--- src/rtl/mae_pkg.sv ---
package mae_pkg;
  localparam int unsigned ADDR_W   = 16;
  localparam int unsigned DATA_W   = 32;
  localparam int unsigned FIELD_W  = 12;
  localparam int unsigned STRIDE_W = 4;
  localparam int unsigned HI_LSB   = 12;
  localparam int unsigned HI_W     = 6;
  localparam int unsigned N_HOOK   = 2;

  typedef struct packed {
    logic              we;
    logic [ADDR_W-1:0] addr;
    logic [DATA_W-1:0] data;
  } wr_req_t;
endpackage

--- src/rtl/mae_addr_track.sv ---
module mae_addr_track #(
  parameter int unsigned ADDR_W   = 16,
  parameter int unsigned FIELD_W  = 12,
  parameter int unsigned STRIDE_W = 4
) (
  input  logic                        clk_i,
  input  logic                        rst_ni,
  input  logic                        set_i,
  input  logic [FIELD_W+STRIDE_W-1:0] set_val_i,
  input  logic                        emit_i,
  output logic                        accept_o,
  output logic [ADDR_W-1:0]           wr_addr_o
);
  localparam int unsigned PAD_A = ADDR_W - FIELD_W - 2;
  localparam int unsigned PAD_S = ADDR_W - STRIDE_W - 2;

  logic                valid_q;
  logic [ADDR_W-1:0]   addr_q, addr_d, new_addr, base_addr, step;
  logic [STRIDE_W-1:0] stride_q, new_stride, base_stride;

  assign new_addr    = {{PAD_A{1'b0}}, set_val_i[FIELD_W-1:0], 2'b00};
  assign new_stride  = set_val_i[FIELD_W+STRIDE_W-1:FIELD_W];
  // set applies before a same-cycle emit
  assign base_addr   = set_i ? new_addr : addr_q;
  assign base_stride = set_i ? new_stride : stride_q;
  assign step        = {{PAD_S{1'b0}}, base_stride, 2'b00};
  assign accept_o    = emit_i && (valid_q || set_i);
  assign wr_addr_o   = base_addr;
  assign addr_d      = accept_o ? base_addr + step : base_addr;

  always_ff @(posedge clk_i or negedge rst_ni) begin
    if (!rst_ni) begin
      valid_q  <= 1'b0;
      addr_q   <= '0;
      stride_q <= '0;
    end else begin
      valid_q  <= valid_q | set_i;
      addr_q   <= addr_d;
      stride_q <= base_stride;
    end
  end


  set_load_chk: assert property (@(posedge clk_i) disable iff (!rst_ni)
    (set_i && !emit_i) |=> addr_q == {{PAD_A{1'b0}}, $past(set_val_i[FIELD_W-1:0]), 2'b00});


  advance_chk: assert property (@(posedge clk_i) disable iff (!rst_ni)
    (emit_i && valid_q && !set_i) |=>
      addr_q == $past(addr_q) + {{PAD_S{1'b0}}, $past(stride_q), 2'b00});


  drop_hold_chk: assert property (@(posedge clk_i) disable iff (!rst_ni)
    (!valid_q && !set_i) |=> $stable(addr_q));


  set_emit_chk: assert property (@(posedge clk_i) disable iff (!rst_ni)
    (set_i && emit_i) |=>
      addr_q == {{PAD_A{1'b0}}, $past(set_val_i[FIELD_W-1:0]), 2'b00}
              + {{PAD_S{1'b0}}, $past(set_val_i[FIELD_W+STRIDE_W-1:FIELD_W]), 2'b00});
endmodule

--- src/rtl/mae_data_sel.sv ---
module mae_data_sel #(
  parameter int unsigned DATA_W = 32,
  parameter int unsigned HI_W   = 6
) (
  input  logic              hi_sel_i,
  input  logic [DATA_W-1:0] data_i,
  input  logic [HI_W-1:0]   hi_field_i,
  output logic [DATA_W-1:0] data_o
);
  logic [DATA_W-1:0] hi_ext;

  generate
    if (HI_W >= DATA_W) begin : g_trunc
      assign hi_ext = hi_field_i[DATA_W-1:0];
    end else begin : g_zext
      assign hi_ext = {{(DATA_W-HI_W){1'b0}}, hi_field_i};
    end
  endgenerate

  assign data_o = hi_sel_i ? hi_ext : data_i;
endmodule

--- src/rtl/mae_hook_match.sv ---
module mae_hook_match #(
  parameter int unsigned ADDR_W = 16,
  parameter int unsigned N_HOOK = 2,
  parameter logic [N_HOOK*ADDR_W-1:0] HOOK_ADDRS = {16'h1B0C, 16'h0C00}
) (
  input  logic              we_i,
  input  logic [ADDR_W-1:0] addr_i,
  output logic [N_HOOK-1:0] hit_o
);
  for (genvar k = 0; k < N_HOOK; k++) begin : g_cmp
    assign hit_o[k] = we_i && (addr_i == HOOK_ADDRS[k*ADDR_W +: ADDR_W]);
  end
endmodule

--- src/rtl/mae_emitter.sv ---
module mae_emitter
  import mae_pkg::*;
#(
  parameter int unsigned ADDR_W   = mae_pkg::ADDR_W,
  parameter int unsigned DATA_W   = mae_pkg::DATA_W,
  parameter int unsigned FIELD_W  = mae_pkg::FIELD_W,
  parameter int unsigned STRIDE_W = mae_pkg::STRIDE_W,
  parameter int unsigned HI_LSB   = mae_pkg::HI_LSB,
  parameter int unsigned HI_W     = mae_pkg::HI_W,
  parameter int unsigned N_HOOK   = mae_pkg::N_HOOK,
  parameter logic [N_HOOK*ADDR_W-1:0] HOOK_ADDRS = {16'h1B0C, 16'h0C00}
) (
  input  logic              clk_i,
  input  logic              rst_ni,
  input  logic              set_i,
  input  logic [DATA_W-1:0] set_val_i,
  input  logic              emit_i,
  input  logic [DATA_W-1:0] emit_data_i,
  input  logic              emit_hi_i,
  output logic              ram_we_o,
  output logic [ADDR_W-1:0] ram_addr_o,
  output logic [DATA_W-1:0] ram_data_o,
  output logic              emit_done_o,
  output logic [N_HOOK-1:0] hook_o
);
  localparam int unsigned SET_USED = FIELD_W + STRIDE_W;

  logic              accept;
  logic [ADDR_W-1:0] wr_addr;
  logic [DATA_W-1:0] wr_data;
  logic [N_HOOK-1:0] hit;
  logic              unused_setval;
  wr_req_t           req_q;
  logic              done_q;
  logic [N_HOOK-1:0] hook_q;

  assign unused_setval = ^set_val_i[DATA_W-1:HI_LSB+HI_W];

  mae_addr_track #(
    .ADDR_W(ADDR_W), .FIELD_W(FIELD_W), .STRIDE_W(STRIDE_W)
  ) u_track (
    .clk_i     (clk_i),
    .rst_ni    (rst_ni),
    .set_i     (set_i),
    .set_val_i (set_val_i[SET_USED-1:0]),
    .emit_i    (emit_i),
    .accept_o  (accept),
    .wr_addr_o (wr_addr)
  );

  mae_data_sel #(.DATA_W(DATA_W), .HI_W(HI_W)) u_dsel (
    .hi_sel_i   (emit_hi_i),
    .data_i     (emit_data_i),
    .hi_field_i (set_val_i[HI_LSB+HI_W-1:HI_LSB]),
    .data_o     (wr_data)
  );

  mae_hook_match #(
    .ADDR_W(ADDR_W), .N_HOOK(N_HOOK), .HOOK_ADDRS(HOOK_ADDRS)
  ) u_hook (
    .we_i   (accept),
    .addr_i (wr_addr),
    .hit_o  (hit)
  );

  always_ff @(posedge clk_i or negedge rst_ni) begin
    if (!rst_ni) begin
      req_q  <= '0;
      done_q <= 1'b0;
      hook_q <= '0;
    end else begin
      req_q.we <= accept;
      done_q   <= accept;
      hook_q   <= hit;
      if (accept) begin
        req_q.addr <= wr_addr;
        req_q.data <= wr_data;
      end
    end
  end

  assign ram_we_o    = req_q.we;
  assign ram_addr_o  = req_q.addr;
  assign ram_data_o  = req_q.data;
  assign emit_done_o = done_q;
  assign hook_o      = hook_q;


  no_emit_no_write_chk: assert property (@(posedge clk_i) disable iff (!rst_ni)
    !emit_i |=> !ram_we_o);


  hook_needs_write_chk: assert property (@(posedge clk_i) disable iff (!rst_ni)
    (|hook_o) |-> ram_we_o);


  hi_data_chk: assert property (@(posedge clk_i) disable iff (!rst_ni)
    (emit_i && emit_hi_i && set_i) |=>
      ram_data_o == {{(DATA_W-HI_W){1'b0}}, $past(set_val_i[HI_LSB+HI_W-1:HI_LSB])});
endmodule

--- config.mk ---
export PLATFORM = sky130hd
export DESIGN_NAME = mae_emitter
export DESIGN_NICKNAME = d
export VERILOG_FILES = /design/src/rtl/mae_pkg.sv /design/src/rtl/mae_addr_track.sv /design/src/rtl/mae_data_sel.sv /design/src/rtl/mae_hook_match.sv /design/src/rtl/mae_emitter.sv
export SDC_FILE = /design/constraint.sdc
export NUM_CORES = 1
export LEC_CHECK = 0
export ABC_AREA = 1
export BUFFER_PORTS_ARGS = -buffer_cell sky130_fd_sc_hd__buf_2
export CAP_MARGIN = 20
export CORE_MARGIN = 10
export CORE_UTILIZATION = 35
export CTS_BUF_LIST = sky130_fd_sc_hd__clkbuf_8
export CTS_CLUSTER_DIAMETER = 30
export DETAILED_ROUTE_END_ITERATION = 10
export GPL_ROUTABILITY_DRIVEN = 0
export HOLD_SLACK_MARGIN = 0.05
export PLACE_DENSITY_LB_ADDON = 0.15
export SYNTH_ARGS = -nofsm -noshare
export SYNTH_HDL_FRONTEND = slang
export SYNTH_HIERARCHICAL = 1
export SYNTH_SLANG_ARGS = --single-unit
--- constraint.sdc ---
create_clock -name clk_i -period 3.9 [get_ports clk_i]
set_clock_uncertainty 0.1 [all_clocks]
set_input_delay 0 -clock clk_i [delete_from_list [all_inputs] [get_ports clk_i]]
set_output_delay 0 -clock clk_i [all_outputs]
set_load 0.02 [all_outputs]
==> impl_metrics.tcl, run 1 <==
set metrics [dict create \
    outcome "completed" \
    tns_ns 0 \
    synth_area_sq_um 3620 \
    grt_util_all_layers_pct 13.7 \
    final_max_slew_viol_count 0 \
    first_iter_violations 201 \
    ys_ff_latch 72 \
    antenna_found_initial 0 \
    relSlewSlack_pct 37.8 \
    power_leakage_nw 2.86 \
    io_pins 121 \
    area_growth_pct 35.4 \
    root_buffer "clkbuf_8" \
    io_buffers 106 \
    hold_depth 3 \
    min_period_ns 2.42 \
    cts_sinks 72 \
    crit_chain "dlygate4sd3_1 -> buf_2 -> nand2_1 -> dlygate4sd3_1 -> nand2_1 -> ha_1 -> fa_1 -> inv_1 -> o21ai_0 -> inv_1 -> nor2_1 -> nand2_1 -> xor2_1" \
    ys_types 27 \
    insertion_delay_ns 0.34 \
    ir_drop_mv 0.168 \
    nets 706 \
    fp.coreArea_sq_um 10200 \
    dp.cells 703 \
    vias 3296 \
    synth_top_area_cell "dfrtp_1" \
    ff2ff_setup_slack_ns 1.95 \
    yosysWarnings 6 \
    hold_viol_final 0 \
    mostFrequentLayoutCells "nand2_1 (229), buf_2 (105), dfrtp_1 (72)" \
    first_pass_iters 4 \
    synth.area.top_cells "dfrtp_1 (50%), nand2_1 (24%), inv_1 (6.1%)" \
    cts_buffer_depth 2 \
    n_antenna_cell 0 \
    ys_async_sr_fraction_pct 100 \
    holdCritStartpoint "set_i" \
    ant_nets 0 \
    ys_seq_area_share_pct 49.7 \
    nFillCells 1039 \
    synth_edf_count 0 \
    grt_overflow 0 \
    path_max_fanout 3 \
    arrival_ns 2.54 \
    synth_top_area_share_pct 49.7 \
    hold-worst-slack_ns 0.0614 \
    cts.clk_slew.worst_paths_ns 0.07 \
    grt_pass1_vias 3349 \
    worst_pin_slew_ns 0.933 \
    fmax_ghz 0.414 \
    critPathLaunchType "input pin" \
    slowest_delay_ns 0.57 \
    drive_gt1_share_pct 22.5 \
    final_cells 772 \
    tritoncts "done" \
    dieArea_sq_um 14800 \
    rows 37 \
    slowest_stage "dlygate4sd3_1" \
    rsz0062_at_grt "no" \
    cts_made_buffers 9 \
    avgSynthCellArea_sq_um 7.55 \
    powerDensity_nw_per_um2 378 \
    fin_crit_sh_pct 62.0 \
    start_util_pct 35.6 \
    cpMostUsedCell "nand2_1" \
    fp.dieH_um 122 \
    cap_violations 0 \
    crit_type "in -> reg" \
    synthFlopType "dfrtp_1" \
    hold_end "u_track/stride_q[3]" \
    required_ns 4.02 \
    grt_pass1_wl_um 16500 \
    grt_max_degree 73 \
    syn_nets 554 \
    postRouteWirelength_um 9980 \
    reg2reg_from "u_track/addr_q[2]" \
    hpwl_um 6580 \
    setup_viol 0 \
    endpoint_kind "flop" \
    route.detailed.drc 0 \
    vias_per_cell 4.27 \
    r2r_cells 10 \
    min_path_type "in -> reg" \
    post-cts-setup-buffers 0 \
    wl_per_cell_um 12.9 \
    fp.dieW_um 122 \
    r2r_end "u_track/addr_q[10]" \
    cts_max_level 3 \
    final_common_cell "nand2_1" \
    synth_cells 480 \
]
Yosys cell counts (2+ instances only):
cell	number
nand4_1	4
nand2_2	8
nand3_1	8
nor2_1	44
nor2_2	4
xnor2_1	4
nand2_1	229
o21ai_0	2
buf_4	7
dfrtp_1	72
a31oi_1	3
xor2_1	3
ha_1	4
inv_1	59
a21oi_1	2
buf_6	6
inv_2	4
buf_2	7
o21ai_1	2
critical path: cells and delay by family:
family | cells | cell delay [ns]
AOI/OAI and AO/OA | 1 | 0.25
and+or+nand+nor | 4 | 0.41
adders and majority gates | 2 | 0.40
xor gates and xnor gates | 1 | 0.15
buffers and inverters | 5 | 1.33
per-stage QoR:
stage,utilization (%),instance area (sq um),total power (W),setup WS (ns)
6_report,48.2,4900,0.00185,1.48
2_1_floorplan,-,3620,0.00112,2.12
3_5_place_dp,41.0,4180,0.00125,1.57
5_1_grt,48.2,4900,0.00198,1.23
4_1_cts,48.2,4900,0.00188,1.51
3_3_place_gp,41.0,4180,0.00125,1.56
layout make-up:
class                      count  area [sq um]  area share (%)
multi-input combinational    325          1430            29.1
tap                          136           170            3.47
clock inverter                 5          48.8           0.995
inverter                      63           236            4.82
sequential                    72          1800            36.7
timing repair buffer         161          1080            22.0
clock buffer                  10           138            2.81
report_power, final:
group / switching (W) / internal (W)
Clock: 0.000273 / 0.000304
Sequential: 0.0000286 / 0.000816
Combinational: 0.000267 / 0.000163
repair_timing:
item / CTS / global route
gates resized for setup: 0 / 0
endpoints found under the hold margin: 128 / 0
hold buffers: 54 / 0
routing by layer:
metal / track usage [%] / wire, um / vias up / share of wire, %
met5: 0 / 0 / - / 0
met4: 2.68 / 76 / 0 / 0.76
met2: 22.5 / 4680 / 75 / 47
li1: - / - / 1707 / -
met3: 3.98 / 538 / 6 / 5.4
met1: 17.6 / 4680 / 1508 / 47
cell families after synthesis:
| logic type | after synthesis | synth area share, % |
|---|---|---|
| simple gates | 303 | 34.2 |
| buf+inv | 83 | 10.8 |
| flops | 72 | 49.7 |
| compound gates | 10 | 1.59 |
| xor+xnor | 7 | 1.69 |
| fa+ha+maj | 5 | 1.93 |
flip-flops by register name, summed over array words and instances (netlist names):
name and flops:
ram_addr_o 16, ram_we_o 1, u_track/valid_q 1, u_track/addr_q 16, hook_o 2, u_track/stride_q 4
ram_data_o 32
worst max path at each step:
| stage | start | endpoint | depth (start not counted) |
|---|---|---|---|
| floorplan | u_track/addr_q[2] | u_track/addr_q[8] | 9 |
| global placement | set_i | u_track/addr_q[10] | 12 |
| detailed placement | set_i | u_track/addr_q[8] | 11 |
| CTS | set_val_i[12] | u_track/addr_q[12] | 13 |
| global route | set_val_i[12] | u_track/addr_q[12] | 13 |
| finish | set_val_i[12] | u_track/addr_q[12] | 13 |
(Power assumes the default switching activity.)
==> run 2, diff against run 1 <==
==> constraint.sdc (replaced) <==
create_clock -name clk_i -period 1.95 [get_ports clk_i]
set_clock_uncertainty 0.1 [all_clocks]
set_input_delay 0 -clock clk_i [delete_from_list [all_inputs] [get_ports clk_i]]
set_output_delay 0 -clock clk_i [all_outputs]
set_load 0.02 [all_outputs]
==> run 2 against run 1 <==
Routed wire length is 2.1% higher. First-iteration DRC count is 12% higher. Clock power is 120% higher.
==> impl_metrics.tcl, run 2 (synthesis results as in run 1) <==
set metrics [dict create \
    outcome "completed" \
    fin_area_sq_um 5120 \
    final_cells 791 \
    pre_cts_slack_ns 0.0604 \
    crit_chain "nand2_1 -> nand2_1 -> ha_1 -> fa_2 -> inv_1 -> o21ai_1 -> nand2_1 -> inv_1 -> nand2_1 -> xnor2_1" \
    cts_made_buffers 9 \
    route.detailed.drc 0 \
    final_max_slew_viol_count 0 \
    n_antenna_cell 0 \
    cts_buffer_depth 2 \
    wl_per_cell_um 12.9 \
    grt_util_all_layers_pct 13.9 \
    cpMostUsedCell "nand2_1" \
    slowest_delay_ns 0.37 \
    area_growth_pct 41.4 \
    cts.clk_slew.worst_paths_ns 0.08 \
    dieArea_sq_um 14800 \
    start_util_pct 35.6 \
    relSlewSlack_pct 42.8 \
    final_common_cell "nand2_1" \
    tritoncts "done" \
    first_iter_violations 226 \
    min_path_type "in -> reg" \
    placed_area_sq_um 4260 \
    first_pass_iters 4 \
    grt_overflow 0 \
    fin_crit_sh_pct 93.6 \
    cts_max_level 3 \
    fp.dieH_um 122 \
    worst_pin_slew_ns 0.857 \
    mostFrequentLayoutCells "nand2_1 (227), buf_2 (105), dfrtp_1 (72)" \
    fmax_ghz 0.548 \
    required_ns 2.11 \
    vias_per_cell 4.30 \
    root_buffer "clkbuf_8" \
    multi_input_area_sq_um 1450 \
    grt_max_degree 49 \
    vias 3402 \
    power_leakage_nw 2.97 \
    fp.coreArea_sq_um 10200 \
    dp.cells 712 \
    insertion_delay_ns 0.33 \
    postRouteWirelength_um 10200 \
    rsz0062_at_grt "yes" \
    antenna_found_initial 0 \
    ant_nets 0 \
    nFillCells 1029 \
    post-cts-setup-buffers 0 \
    io_pins 121 \
    cap_violations 0 \
    fp.dieW_um 122 \
    hpwl_um 6910 \
    powerDensity_nw_per_um2 758 \
    fin_ws_ns 0.126 \
    rows 37 \
    arrival_ns 1.98 \
    min_period_ns 1.82 \
    setup_viol 0 \
    grt_pass1_wl_um 17000 \
    drive_gt1_share_pct 23.8 \
    largest_register_ffs 32 \
    seq_area_sq_um 1800 \
    io_buffers 106 \
    utilization_pct 50.3 \
    cts_sinks 72 \
    critPathLaunchType "flop" \
    power_w 0.00388 \
    crit_type "reg -> reg" \
    nets 724 \
    grt_pass1_vias 3452 \
    endpoint_kind "flop" \
    ir_drop_mv 0.403 \
    path_max_fanout 3 \
    slowest_stage "dfrtp_1" \
    hold_viol_final 0 \
]
## run 2: cell types whose count changed in the layout (fill, tap and decap cells not counted), sizes merged
cell,before,now
buf,107,116
dlygate4sd3,54,63
bufinv,1,2
clkbuf,10,9
clkinv,3,2
clkinvlp,0,1
inv,64,65
## run 2: path summary, 6_finish.rpt
| check | startpoint | to | cells after the start | slack, ns |
|---|---|---|---|---|
| max | u_track/addr_q[2] | u_track/addr_q[10] | 10 | 0.13 |
| min | emit_hi_i | ram_data_o[3] | 5 | 0.08 |
| max reg2reg | u_track/addr_q[2] | u_track/addr_q[10] | 10 | 0.13 |
| min reg2reg | ram_addr_o[5] | ram_addr_o[5] | 2 | 0.37 |
| max in group asynchronous | rst_ni | u_track/stride_q[1] | 3 | 1.07 |
| min in group asynchronous | rst_ni | ram_data_o[25] | 2 | 0.10 |
## run 2: per-layer routing
metal | GRT usage, % | part of all wire, %
met2 | 22.4 | 48
met5 | 0 | 0
met1 | 17.9 | 45
met4 | 4.62 | 0.63
met3 | 3.42 | 6.6
## run 2: what timing repair did
item,4_1_cts,5_1_grt
hold buffers,63,0
resized for setup,0,5
endpoints found under the setup margin,0,7
hold endpoints to repair,133,0
## run 2: layout make-up
type                    instances  share of cell area, %
flip-flops and latches         72                   35.2
inverters                      63                   4.62
repair buffers                179                   24.4
clock inverters                 7                   1.73
multi-input cells             325                   28.3
clock buffers                   9                   2.42
well taps                     136                   3.32
## run 2: critical path, delay by kind of cell, from the launching register on
family | cells | cell delay [ns]
adder cells (fa/ha/maj) | 2 | 0.60
flip-flops | 1 | 0.37
AND/OR/NAND/NOR | 4 | 0.36
buffers and inverters | 2 | 0.12
XOR/XNOR | 1 | 0.12
AO/OA/AOI/OAI | 1 | 0.08
## run 2: power by group
group	switching [W]	leakage, nW	total (W)	internal (W)
sequential	0.0000633	0.914	0.00170	0.00163
combinational	0.000545	1.94	0.000910	0.000365
clock	0.000564	0.112	0.00128	0.000712
## run 2: per-stage QoR
stage          hold slack [ns]  TNS, ns
2_1_floorplan           -0.396        0
3_3_place_gp           -0.0618        0
3_5_place_dp           -0.0622        0
4_1_cts                 0.0506        0
5_1_grt                 0.0987  -0.0527
6_report                0.0806        0
==> run 3, diff against run 2 <==
--- a/config.mk
+++ b/config.mk
@@ -8,8 +8,10 @@
 export ABC_AREA = 1
 export BUFFER_PORTS_ARGS = -buffer_cell sky130_fd_sc_hd__buf_2
 export CAP_MARGIN = 20
-export CORE_MARGIN = 10
-export CORE_UTILIZATION = 35
+export CELL_PAD_IN_SITES_DETAIL_PLACEMENT = 1
+export CELL_PAD_IN_SITES_GLOBAL_PLACEMENT = 1
+export CORE_MARGIN = 5
+export CORE_UTILIZATION = 33
 export CTS_BUF_LIST = sky130_fd_sc_hd__clkbuf_8
 export CTS_CLUSTER_DIAMETER = 30
 export DETAILED_ROUTE_END_ITERATION = 10
==> run 3 against run 2 <==
Combinational power is 9.6% higher. Maximum frequency is 4.7% lower. Cell count is 3.2% higher. Hold slack worse by 0.020 ns. Sequential share of layout area is 1.6 points lower. Critical path depth is 3 lower. Critical path type unchanged. Clock-buffer cell count is 3 higher. Core utilization is 0.57 points lower.
==> impl_metrics.tcl, run 3 (synthesis results as in run 1) <==
set metrics [dict create \
    outcome "completed" \
    root_buffer "clkbuf_8" \
    grt_overflow 0 \
    fp.dieW_um 115 \
    vias_per_cell 4.48 \
    area_growth_pct 48.1 \
    ant_nets 0 \
    endpoint_kind "flop" \
    vias 3654 \
    fin_area_sq_um 5370 \
    cts_made_buffers 9 \
    min_period_ns 1.91 \
    power_w 0.00408 \
    route.detailed.drc 0 \
    final_common_cell "nand2_1" \
    fin_crit_sh_pct 98.1 \
    postRouteWirelength_um 11900 \
    hpwl_um 7430 \
    cap_violations 0 \
    hold_viol_final 0 \
    holdCritStartpoint "emit_hi_i" \
    reg2reg_from "u_track/addr_q[2]" \
    largest_register_ffs 32 \
    powerDensity_nw_per_um2 760 \
    arrival_ns 2.04 \
    crit_type "reg -> reg" \
    fp.dieH_um 115 \
    required_ns 2.08 \
    critPathLaunchType "flop" \
    path_max_fanout 2 \
    slowest_stage "fa_1" \
    first_pass_iters 4 \
    final_max_slew_viol_count 0 \
    final_cells 816 \
    tritoncts "done" \
    cts_buffer_depth 2 \
    cts.clk_slew.worst_paths_ns 0.08 \
    dieArea_sq_um 13200 \
    nets 745 \
    io_pins 121 \
    cts_max_level 3 \
    fp.coreArea_sq_um 10800 \
    crit_chain "nand2_1 -> nand2_1 -> ha_2 -> fa_1 -> buf_4 -> xnor2_1 -> o21ai_0" \
    power_leakage_nw 3.07 \
    n_antenna_cell 0 \
    first_iter_violations 157 \
    grt_pass1_wl_um 19100 \
    grt_pass1_vias 3982 \
    slowest_delay_ns 0.38 \
    io_buffers 106 \
    start_util_pct 33.6 \
    grt_max_degree 45 \
    fmax_ghz 0.523 \
    drive_gt1_share_pct 24.6 \
    ff2ff_setup_slack_ns 0.04 \
    grt_util_all_layers_pct 18.2 \
    rows 38 \
    relSlewSlack_pct 60.3 \
    antenna_found_initial 0 \
    ir_drop_mv 0.299 \
    setup_viol 0 \
    placed_area_sq_um 4310 \
    cts_sinks 72 \
    insertion_delay_ns 0.35 \
    min_path_type "in -> reg" \
    worst_pin_slew_ns 0.595 \
    mostFrequentLayoutCells "nand2_1 (227), buf_2 (105), dlygate4sd3_1 (76)" \
    cp-startpoint "u_track/addr_q[2]" \
    dp.cells 720 \
    wl_per_cell_um 14.5 \
    cpMostUsedCell "nand2_1" \
]
[run 3: cell count changes in the layout (fill, tap and decap cells not counted), sizes merged]
| cell | before | now |
|---|---|---|
| buf | 116 | 123 |
| clkbuf | 9 | 12 |
| clkinv | 2 | 0 |
| clkinvlp | 1 | 0 |
| dlygate4sd3 | 63 | 76 |
| nor2 | 50 | 51 |
[run 3: what timing repair did]
action                     in CTS  in global routing
setup endpoints to repair       0                 11
hold endpoints to repair      109                  0
resized for setup               0                  8
hold buffers                   76                  0
setup buffers                   0                  3
[run 3: path summary, 6_finish.rpt]
path | endpoint | depth (start not counted)
setup reg to reg | u_track/addr_q[4] | 7
max in group asynchronous | ram_addr_o[6] | 3
hold reg to reg | ram_addr_o[12] | 2
hold / removal | ram_data_o[23] | 4
min in group asynchronous | ram_data_o[22] | 2
setup / recovery | u_track/addr_q[4] | 7
[run 3: routing by layer]
metal | GRT usage, % | vias to the layer above | share of wire, %
li1 | - | 1789 | -
met1 | 22.4 | 1756 | 44
met2 | 31.6 | 91 | 49
met3 | 2.37 | 18 | 4.5
met4 | 8.37 | 0 | 2.3
met5 | 0 | - | 0
[run 3: metrics by stage]
stage | setup TNS [ns] | hold slack (ns) | utilization [%] | setup WS [ns]
after global routing | -0.0140 | 0.0767 | 49.7 | -0.0140
after global placement | 0 | -0.0557 | 39.9 | 0.0613
after CTS | 0 | 0.0534 | 49.1 | 0.0165
after detailed placement | 0 | -0.0534 | 39.9 | 0.0209
final | 0 | 0.0606 | 49.7 | 0.0363
after floorplan | 0 | -0.396 | - | 0.174
[run 3: layout make-up]
type / instances / area (sq um)
clock inverters: 4 / 67.6
inverters: 63 / 236
well taps: 140 / 175
repair buffers: 199 / 1450
fillers: 1370 / 5430
multi-input cells: 326 / 1470
flip-flops and latches: 72 / 1800
clock buffers: 12 / 165
[run 3: where the power goes]
part           internal, W  switching [W]  total (W)  leakage (nW)
Clock             0.000818       0.000567    0.00138         0.125
Sequential         0.00163      0.0000634    0.00170         0.914
Combinational     0.000408       0.000589   0.000997          2.03
Total              0.00286        0.00122    0.00408          3.07
[run 3: critical path, delay by kind of cell (launching register included)]
family                     cells  cell delay, ns
and+or+nand+nor                2            0.17
AOI/OAI and AO/OA              1            0.31
xor gates and xnor gates       1            0.11
buffers and inverters          1            0.15
DFF                            1            0.37
adders and majority gates      2            0.58
